### config.mk
export PLATFORM = sky130hd
export DESIGN_NAME = prg_bank_mapper
export DESIGN_NICKNAME = d
export VERILOG_FILES = /design/src/rtl/prg_bank_mapper.sv
export SDC_FILE = /design/constraint.sdc
export NUM_CORES = 1
export LEC_CHECK = 0
export BUFFER_PORTS_ARGS = -buffer_cell sky130_fd_sc_hd__buf_2
export CAP_MARGIN = 20
export CORE_MARGIN = 2
export CORE_UTILIZATION = 42
export CTS_CLUSTER_SIZE = 24
export DETAILED_ROUTE_END_ITERATION = 8
export PLACE_DENSITY = 0.75
export SLEW_MARGIN = 20
export SYNTH_ARGS = -nofsm -noshare
export SYNTH_HDL_FRONTEND = slang
export SYNTH_SLANG_ARGS = --single-unit
### constraint.sdc
create_clock -name clk -period 1.4 [get_ports clk]
set_input_delay 0.14 -clock clk [delete_from_list [all_inputs] [get_ports clk]]
set_output_delay 0.14 -clock clk [all_outputs]
set_load 0.01 [all_outputs]
### src/rtl/prg_bank_mapper.sv
`timescale 1ns/1ps
module prg_bank_mapper #(
  parameter int ROM_KB  = 512,
  parameter int RAM_KB  = 32,
  parameter bit CHR_RAM = 1'b1
) (
  input  logic        clk,
  input  logic        rst_n,
  input  logic [15:0] cpu_addr,
  input  logic [7:0]  cpu_data,
  input  logic        cpu_wr,
  input  logic [3:0]  variant,
  output logic [4:0]  rom_hi,
  output logic [1:0]  ram_bank,
  output logic        ram_ce,
  output logic [4:0]  chr_bank0,
  output logic [4:0]  chr_bank1
);
  localparam int ROM_BITS = (ROM_KB >= 32) ? $clog2(ROM_KB / 16) : 1;
  localparam int RAM_BITS = (RAM_KB > 8) ? $clog2(RAM_KB / 8) : 0;
  localparam logic [4:0] ROM_MASK = 5'((32'd1 << ROM_BITS) - 1);

  logic [4:0] sr, ctrl, chr0, chr1, prg;
  logic [2:0] cnt;

  wire        wr_hit = cpu_wr && cpu_addr[15];
  wire [4:0]  full   = {cpu_data[0], sr[4:1]};

  always_ff @(posedge clk) begin
    if (!rst_n) begin
      sr   <= '0;
      cnt  <= '0;
      ctrl <= 5'b01100;
      chr0 <= '0;
      chr1 <= '0;
      prg  <= '0;
    end else if (wr_hit) begin
      if (cpu_data[7]) begin
        sr        <= '0;
        cnt       <= '0;
        ctrl[3:2] <= 2'b11;
      end else if (cnt == 3'd4) begin
        sr  <= '0;
        cnt <= '0;
        case (cpu_addr[14:13])
          2'b00:   ctrl <= full;
          2'b01:   chr0 <= full;
          2'b10:   chr1 <= full;
          default: prg  <= full;
        endcase
      end else begin
        sr  <= full;
        cnt <= cnt + 3'd1;
      end
    end
  end

  wire       v_keep_ram = (variant == 4'd3);
  wire       v_cpu_a14  = (variant == 4'd5);
  wire       a14        = cpu_addr[14];
  wire [1:0] mode       = ctrl[3:2];

  logic [3:0] lo;
  always_comb begin
    case (mode)
      2'b10:   lo = a14 ? prg[3:0] : 4'h0;
      2'b11:   lo = a14 ? 4'hF : prg[3:0];
      default: lo = {prg[3:1], a14};
    endcase
    if (v_cpu_a14) lo[0] = a14;
  end

  wire a18 = (CHR_RAM && ROM_BITS == 5) ? chr0[4] : 1'b0;
  assign rom_hi = {a18, lo} & ROM_MASK;

  generate
    if (CHR_RAM && RAM_BITS >= 2) begin : g_rb2
      assign ram_bank = chr0[3:2];
    end else if (CHR_RAM && RAM_BITS == 1) begin : g_rb1
      assign ram_bank = {1'b0, chr0[3]};
    end else begin : g_rb0
      assign ram_bank = 2'b00;
    end
  endgenerate

  wire ram_off = v_keep_ram ? 1'b0 : prg[4];
  assign ram_ce    = (RAM_KB > 0) && (cpu_addr[15:13] == 3'b011) && !ram_off;
  assign chr_bank0 = chr0;
  assign chr_bank1 = chr1;

  p_abort_r3: assert property (@(posedge clk) disable iff (!rst_n)
    (cpu_wr && cpu_addr[15] && cpu_data[7]) |=> (ctrl[3:2] == 2'b11 && cnt == 3'd0));
  p_cnt_range_r2: assert property (@(posedge clk) disable iff (!rst_n)
    cnt <= 3'd4);
  p_low_write_r2: assert property (@(posedge clk) disable iff (!rst_n)
    (!(cpu_wr && cpu_addr[15])) |=> $stable(cnt) && $stable(prg) && $stable(ctrl));
  p_ram_window_r6: assert property (@(posedge clk) disable iff (!rst_n)
    ram_ce |-> (cpu_addr[15:13] == 3'b011));
  p_keep_ram_r7: assert property (@(posedge clk) disable iff (!rst_n)
    (variant == 4'd3 && cpu_addr[15:13] == 3'b011 && RAM_KB > 0) |-> ram_ce);
  p_cpu_a14_r8: assert property (@(posedge clk) disable iff (!rst_n)
    (variant == 4'd5) |-> (rom_hi[0] == cpu_addr[14]));
  p_fix_last_r4: assert property (@(posedge clk) disable iff (!rst_n)
    (mode == 2'b11 && a14) |-> (rom_hi[3:0] == 4'hF));
endmodule

* After elaboration in Yosys (flattened, before gate mapping)
Cells that the tools add are included.
** Operators by class
- $add $sub $neg :: 1
- Equality and inequality tests :: 8
- Multiplexer cells :: 12
- Bitwise operators :: 2
- Reduce and logical (&&, ||, !) cells :: 12
** Operator list (number)
- 4-bit two-way mux :: 4
- 4-bit AND reduction :: 4
- 5-bit two-way mux :: 2
- 4-bit one-hot mux with 2 select lines :: 1
- 2-bit == test (second input constant) :: 3
- 3-bit two-way mux :: 2
- 4-bit by 2-bit == test with 1-bit output (second input constant) :: 1
- 4-bit by 3-bit == test with 1-bit output (second input constant) :: 1
- 2-bit nonzero test :: 2
- 3-bit by 1-bit adder with 3-bit output (second input constant) :: 1
- 3-bit by 2-bit == test with 1-bit output (second input constant) :: 1
- 3-bit == test (second input constant) :: 1
- 3-bit AND reduction :: 1
- 3-bit OR reduction :: 1
- 2-bit by 1-bit == test with 1-bit output (second input constant) :: 1
- 1-bit logical AND :: 2
- 2-bit logical NOT :: 1
- 1-bit two-way mux :: 2
- 2-bit two-way mux :: 1
- 1-bit NOT :: 2
- 1-bit logical NOT :: 1
** Storage, ports and cells
- Register bits :: 27
- Input port bits :: 31
- Output and inout bits :: 18
- Word-level logic and storage cells :: 42

* Logic depth before layout (Yosys ltp)
Gate-level depths: netlist (run 1).
- Depth after elaboration :: 4
- Mapped depth :: 5
- Gate-level depth less buffers :: 5

* Worst setup path after synthesis (run 1)
Ideal clock, no wire load.
- Kind :: reg2reg
- From :: register cnt[0]
- To :: register chr1[0] (netlist: chr_bank1[0])
- Library setup time :: 0.072 ns
- Data arrival time :: 1.385 ns
- Data required time :: 1.328 ns
- Setup slack :: -0.057 ns
- Cell stages (with the launch flop) :: 6
- Path buffers :: 0
- Period minus slack after synthesis :: 1.457 ns
- Cell sequence :: dfxtp_1 inv_1 ha_1 nand2_1 nor4b_4 mux2i_1
** On the way
- Longest elaborated chain between the ends :: 2
** RTL lines
- from (decl) :: line 24 : logic [2:0] cnt;
- from (signal assigned) :: line 53 : cnt <= cnt + 3'd1;
- 3-bit == test :: line 42 : end else if (cnt == 3'd4) begin
- 4-bit AND reduction (no line)
- to (signal assigned) :: line 48 : 2'b10: chr1 <= full;
- to (decl) :: line 23 : logic [4:0] sr, ctrl, chr0, chr1, prg;
No other way between the ends.
A chain may end at the register's enable or synchronous reset.

* Final worst setup path (run 1)
- From :: register cnt[1]
- To :: register chr0[3] (netlist: chr_bank0[3])
** On the way
- Longest elaborated chain between the ends :: 2
** RTL lines
- 3-bit == test :: line 42
- 4-bit AND reduction (no line)
- to (signal assigned) :: line 47 : 2'b01: chr0 <= full;
- to (decl) :: line 23
No other way between the ends.

==> results of run 1 <==
-- kinds of logic after synthesis --
logic type | after synthesis | share of synthesized area (%)
AOI/OAI and AO/OA | 21 | 11.3
adders and majority gates | 2 | 2.17
buffers and inverters | 12 | 5.09
DFF | 24 | 41.6
muxes | 15 | 13.0
and+or+nand+nor | 51 | 26.9
-- metal layers --
metal	wire (um)	share of wire (%)	global-route usage, %	vias up
met2	1270	49	29.1	29
met5	0	0	0	-
met1	1160	44	20.9	483
li1	-	-	-	502
met4	59	2.3	7.48	0
met3	117	4.5	3.23	6
-- what timing repair did --
action                     CTS  global route
setup buffers                0             1
pin swaps                    0             1
setup endpoints to repair   14            15
gates resized for setup      4             5
gates cloned                 0             0
-- state kept, by name, indices dropped and copies added (netlist names) --
signal,flops
chr_bank0,5
chr_bank1,5
prg,5
sr,4
cnt,3
ctrl,2
-- synthesized netlist by cell type, types with 3 or more instances --
cell / number
clkbuf_1: 3
mux2i_1: 15
a32oi_1: 4
nor2_1: 7
dfxtp_1: 24
nand4bb_1: 3
nand2_1: 25
a21oi_1: 11
buf_4: 3
nor3_1: 3
inv_1: 4
-- metrics by stage --
| stage | hold WS (ns) | area (um2) | TNS, ns | worst slack (ns) |
|---|---|---|---|---|
| 2_1_floorplan | 0.308 | 1160 | 0 | 0.000844 |
| 3_3_place_gp | 0.428 | 1360 | 0 | 0.0412 |
| 3_5_place_dp | 0.434 | 1360 | -0.00281 | -0.00281 |
| 4_1_cts | 0.112 | 1400 | 0 | 0.00489 |
| 5_1_grt | 0.167 | 1420 | -0.108 | -0.0318 |
| 6_report | 0.120 | 1420 | 0 | 0.0381 |
-- worst reg2reg max path, delay by kind of cell (launching register included) --
family                   cells  cell delay (ns)
buffers and inverters        3             0.38
flip-flops                   1             0.35
AND/OR/NAND/NOR              2             0.22
multiplexers                 1             0.19
adder cells (fa/ha/maj)      1             0.15
-- worst max path at each step --
| stage | startpoint | endpoint | slack [ns] |
|---|---|---|---|
| 3_5_place_dp | cnt[0]$_SDFFE_PN0P_ | chr_bank0[0]$_SDFFE_PN0P_ | -0.003 |
| 2_1_floorplan | cnt[0]$_SDFFE_PN0P_ | chr_bank1[0]$_SDFFE_PN0P_ | 0.0008 |
| 6_report | cnt[1]$_SDFFE_PN0P_ | chr_bank0[3]$_SDFFE_PN0P_ | 0.04 |
| 3_3_place_gp | cnt[1]$_SDFFE_PN0P_ | chr_bank1[1]$_SDFFE_PN0P_ | 0.04 |
| 5_1_grt | cnt[1]$_SDFFE_PN0P_ | chr_bank0[3]$_SDFFE_PN0P_ | -0.03 |
| 4_1_cts | cnt[1]$_SDFFE_PN0P_ | chr_bank0[0]$_SDFFE_PN0P_ | 0.005 |
-- area by class of cell --
class,instances,area [um2],share of cell area [%]
multi-input cells,89,642,45.4
flip-flops and latches,24,483,34.1
repair buffers,35,214,15.1
well taps,31,38.8,2.74
clock buffers,3,22.5,1.59
inverters,4,15.0,1.06
-- power groups by stage --
stage / clock [mW] / combinational [mW] / sequential (mW)
2_1_floorplan: 0 / 0.0589 / 0.702
3_3_place_gp: 0 / 0.0936 / 0.703
3_5_place_dp: 0 / 0.0973 / 0.703
4_1_cts: 0.293 / 0.100 / 0.687
5_1_grt: 0.317 / 0.111 / 0.688
6_report: 0.291 / 0.101 / 0.688
==> flow_metrics.tcl, run 1 <==
set metrics [dict create \
    ys_seq_area_share_pct 41.6 \
    p_int_mw 0.825 \
    postSynthAreaPerCell_um2 9.24 \
    row_count 19 \
    reg2reg_depth 7 \
    mostFrequentLayoutCell "buf_2" \
    io_pins 49 \
    numCtsBuffers 3 \
    ant_nets 0 \
    pwr-share-clk_pct 26.9 \
    grt_max_degree 24 \
    drc 0 \
    finalNonFillerCells 186 \
    via_per_inst 5.48 \
    arrival_ns 1.59 \
    grt_overflow 0 \
    hp-class "input pin to register" \
    final_cell_mix "29 x buf_2, 24 x nand2_1, 22 x dfxtp_1, 15 x mux2i_1, 11 x a21oi_1" \
    synth_edf_count 0 \
    cp_max_fo 5 \
    finalPower_mw 1.08 \
    worstMarginPinSlew_ns 0.391 \
    gp_congestion 0.776 \
    cts-root-buf "clkbuf_4" \
    period_minus_slack_ns 1.36 \
    fp.dieW_um 56.4 \
    rsz0062_at_grt "true" \
    routedWlPerCell_um 14.0 \
    critPathBufInv 3 \
    cts_tree "built" \
    swShare_pct 23.5 \
    power_density_mw_per_mm2 763 \
    status "finished clean" \
    fp.dieH_um 56.4 \
    cts.path.max_buffers 2 \
    drive_gt1_share_pct 31.6 \
    synth_cell_type_count 28 \
    port_buffers 29 \
    htree_levels 1 \
    synth_warnings 0 \
    fillers 255 \
    finalWirelength_um 2600 \
    first_global_vias 997 \
    synth_area_leaders "dfxtp_1 42%, mux2i_1 13%, nand2_1 8.1%" \
    min_delay_path_depth 3 \
    area_growth_pct 22.5 \
    start_util_pct 43.0 \
    synth.top_cell.area_share_pct 41.6 \
    fmax_mhz 734 \
    synthCells 125 \
    synth-seq-cells 24 \
    dp_hpwl_um 1910 \
    antenna_found_initial 0 \
    vdd_drop_max_uv 735 \
    clk_pin_slew_ns 0.13 \
    maxSlewViolCount 0 \
    fin_nets 190 \
    die_area_mm2 0.00318 \
    final-hold-violation-count 0 \
    r2r_slack_ns 0.04 \
    fin_skew_ns 0.00794 \
    dr_total_vias 1020 \
    relSlewSlack_pct 73.9 \
    placed_cells 182 \
    maxCapViolations 0 \
    hold_path_end "sr[4]$_SDFFE_PN0P_" \
    final_util_pct 52.7 \
    synth-async-reset-ratio_pct 0 \
    worst-path-stages 7 \
    setup_viol 0 \
    netlist_area_mm2 0.00115 \
    grt_pass1_wl_um 4350 \
    slowest_stage "dfxtp_2" \
    min_from "cpu_data[0]" \
    yosys.area.top_type "dfxtp_1" \
    ys.flop_type "dfxtp_1" \
    antennaDiodeCount 0 \
    pwr-share-comb_pct 9.4 \
    start_kind "register" \
    critPathKind "register to register" \
    hold_buffers 0 \
    drtIter0Drc 28 \
    worstPathRequired_ns 1.63 \
    end_kind "register" \
    cp_slowest_stage_delay_ns 0.35 \
    clock_sinks 24 \
    r2r-end "chr_bank0[3]$_SDFFE_PN0P_" \
    fin_crit_sh_pct 97.3 \
    firstDrtPassIters 4 \
    clk_latency_ns 0.30 \
    p_leak_nw 0.582 \
    path_delay_family "buffers and inverters" \
    crit-reg2reg-launch "cnt[1]$_SDFFE_PN0P_" \
    seq_power_share_pct 63.7 \
    synth_nets 158 \
    path_cells "inv_2, ha_4, nand2_4, buf_12, nor4_4, buf_6, mux2i_1" \
    core-area_mm2 0.00269 \
    grt_usage_pct 17.1 \
    p_switching_mw 0.254 \
]
(Power assumes the default switching activity.)
==> run 2: changes to the inputs <==
- CORE_UTILIZATION: 42 -> 46
- PLACE_DENSITY: 0.75 -> 0.77
- clock period: 1.4 -> 1.55 ns (I/O delays scaled with it)
==> flow_metrics.tcl, run 2 (synthesis gave the netlist of run 1 again) <==
set metrics [dict create \
    cts_setup_buffers 0 \
    cp_slowest_stage_delay_ns 0.35 \
    finalWirelength_um 2490 \
    hp-class "input pin to register" \
    cts_resized 0 \
    fmax_mhz 708 \
    drc 0 \
    end_kind "register" \
    clk_latency_ns 0.32 \
    final_cell_mix "29 x buf_2, 24 x nand2_1, 23 x dfxtp_1, 15 x mux2i_1, 11 x a21oi_1" \
    final_util_pct 56.2 \
    seq_area_um2 482 \
    period_minus_slack_ns 1.41 \
    pwr-share-clk_pct 31.6 \
    reg2reg_depth 6 \
    crit_start "cnt[0]$_SDFFE_PN0P_" \
    start_kind "register" \
    maxCapViolations 0 \
    setup_viol 0 \
    drtIter0Drc 7 \
    cts.path.max_buffers 2 \
    clock_sinks 24 \
    r2r_slack_ns 0.14 \
    fin_crit_sh_pct 91.2 \
    cp_max_fo 5 \
    numCtsBuffers 3 \
    vdd_drop_max_uv 758 \
    fin_skew_ns 0.00275 \
    htree_levels 1 \
    row_count 18 \
    arrival_ns 1.67 \
    grt_overflow 0 \
    worstPathRequired_ns 1.81 \
    p_leak_nw 0.556 \
    area_growth_pct 18.4 \
    multi_input_area_um2 618 \
    die_area_mm2 0.00293 \
    fp.dieH_um 54.1 \
    worstMarginPinSlew_ns 0.380 \
    port_buffers 29 \
    grt_usage_pct 18.3 \
    status "finished clean" \
    fin_nets 188 \
    fin_tns_setup_ns 0 \
    gp_congestion 0.777 \
    grt_max_degree 24 \
    maxSlewViolCount 0 \
    final-hold-violation-count 0 \
    cts-root-buf "clkbuf_4" \
    path_delay_family "simple AND/OR/NAND/NOR gates" \
    start_util_pct 47.5 \
    power_density_mw_per_mm2 756 \
    critPathBufInv 2 \
    critPathKind "register to register" \
    worst-path-stages 6 \
    slowest_stage "dfxtp_1" \
    drive_gt1_share_pct 28.6 \
    pwr-share-comb_pct 8.3 \
    grt_pass1_wl_um 3880 \
    fillers 210 \
    r2r-end "chr_bank1[0]$_SDFFE_PN0P_" \
    rsz0062_at_grt "false" \
    io_pins 49 \
    firstDrtPassIters 4 \
    seq_power_share_pct 60.1 \
    hold_buffers 0 \
    crit-reg2reg-launch "cnt[0]$_SDFFE_PN0P_" \
    p_int_mw 0.795 \
    dp_hpwl_um 1900 \
    mostFrequentLayoutCell "buf_2" \
    antenna_found_initial 0 \
    antennaDiodeCount 0 \
    routedWlPerCell_um 13.5 \
    path_cells "inv_1, ha_1, nand2_2, nor4b_4, buf_6, mux2i_1" \
    ant_nets 0 \
    swShare_pct 23.1 \
    dr_total_vias 994 \
    p_switching_mw 0.239 \
    via_per_inst 5.40 \
    clk_pin_slew_ns 0.13 \
    core-area_mm2 0.00243 \
    first_global_vias 951 \
    fp.dieW_um 54.1 \
    cts_tree "built" \
    critPathCapture "chr_bank1[0]$_SDFFE_PN0P_" \
    relSlewSlack_pct 74.7 \
]
[run 2: changes by cell type in the layout (fill, tap and decap cells not counted), sizes merged]
| cell | previous run | this run |
|---|---|---|
| buf | 35 | 33 |
| clkbuf | 3 | 4 |
[run 2: worst min-delay path by stage]
stage                                           end  cells after the start                 startpoint
after floorplan                 cnt[1]$_SDFFE_PN0P_                      2                     cpu_wr
after global placement    chr_bank1[2]$_SDFFE_PN0P_                      2  chr_bank1[2]$_SDFFE_PN0P_
after detailed placement  chr_bank1[4]$_SDFFE_PN0P_                      2  chr_bank1[4]$_SDFFE_PN0P_
after CTS                        sr[4]$_SDFFE_PN0P_                      3                cpu_data[0]
after global routing             sr[4]$_SDFFE_PN0P_                      3                cpu_data[0]
final                            sr[4]$_SDFFE_PN0P_                      3                cpu_data[0]
[run 2: layout make-up]
| cell class | count | area share (%) |
|---|---|---|
| multi-input combinational | 89 | 45.2 |
| sequential | 24 | 35.2 |
| timing repair buffer | 33 | 13.1 |
| tap | 30 | 2.74 |
| clock buffer | 4 | 2.65 |
| inverter | 4 | 1.10 |
[run 2: per-stage QoR]
step | instance area [um2] | worst slack, ns | hold slack [ns] | power, mW | cells
after floorplan | 1150 | 0.0930 | 0.323 | 0.686 | 125
after global placement | 1320 | 0.119 | 0.443 | 0.716 | 180
after detailed placement | 1320 | 0.0758 | 0.447 | 0.721 | 180
after CTS | 1360 | 0.0453 | 0.143 | 1.04 | 184
after global routing | 1370 | 0.0267 | 0.140 | 1.09 | 184
final | 1370 | 0.137 | 0.150 | 1.03 | 184
[run 2: worst min-delay path: cells and delay by family]
kind | cells | cell delay [ns]
simple gates | 1 | 0.09
compound gates | 1 | 0.10
buf+inv | 1 | 0.09
[run 2: layer usage]
| layer | GRT usage (%) | share of wire, % | vias up |
|---|---|---|---|
| met5 | 0 | 0 | - |
| met3 | 2.78 | 4.3 | 8 |
| met4 | 11.3 | 2.8 | 0 |
| li1 | - | - | 495 |
| met2 | 32.1 | 51 | 26 |
| met1 | 20.7 | 42 | 465 |
[run 2: power groups by stage]
stage | sequential [mW] | combinational, mW | clock, mW
floorplan | 0.634 | 0.0518 | 0
global placement | 0.635 | 0.0808 | 0
detailed placement | 0.635 | 0.0856 | 0
CTS | 0.621 | 0.0860 | 0.332
global route | 0.622 | 0.0952 | 0.371
finish | 0.621 | 0.0858 | 0.327
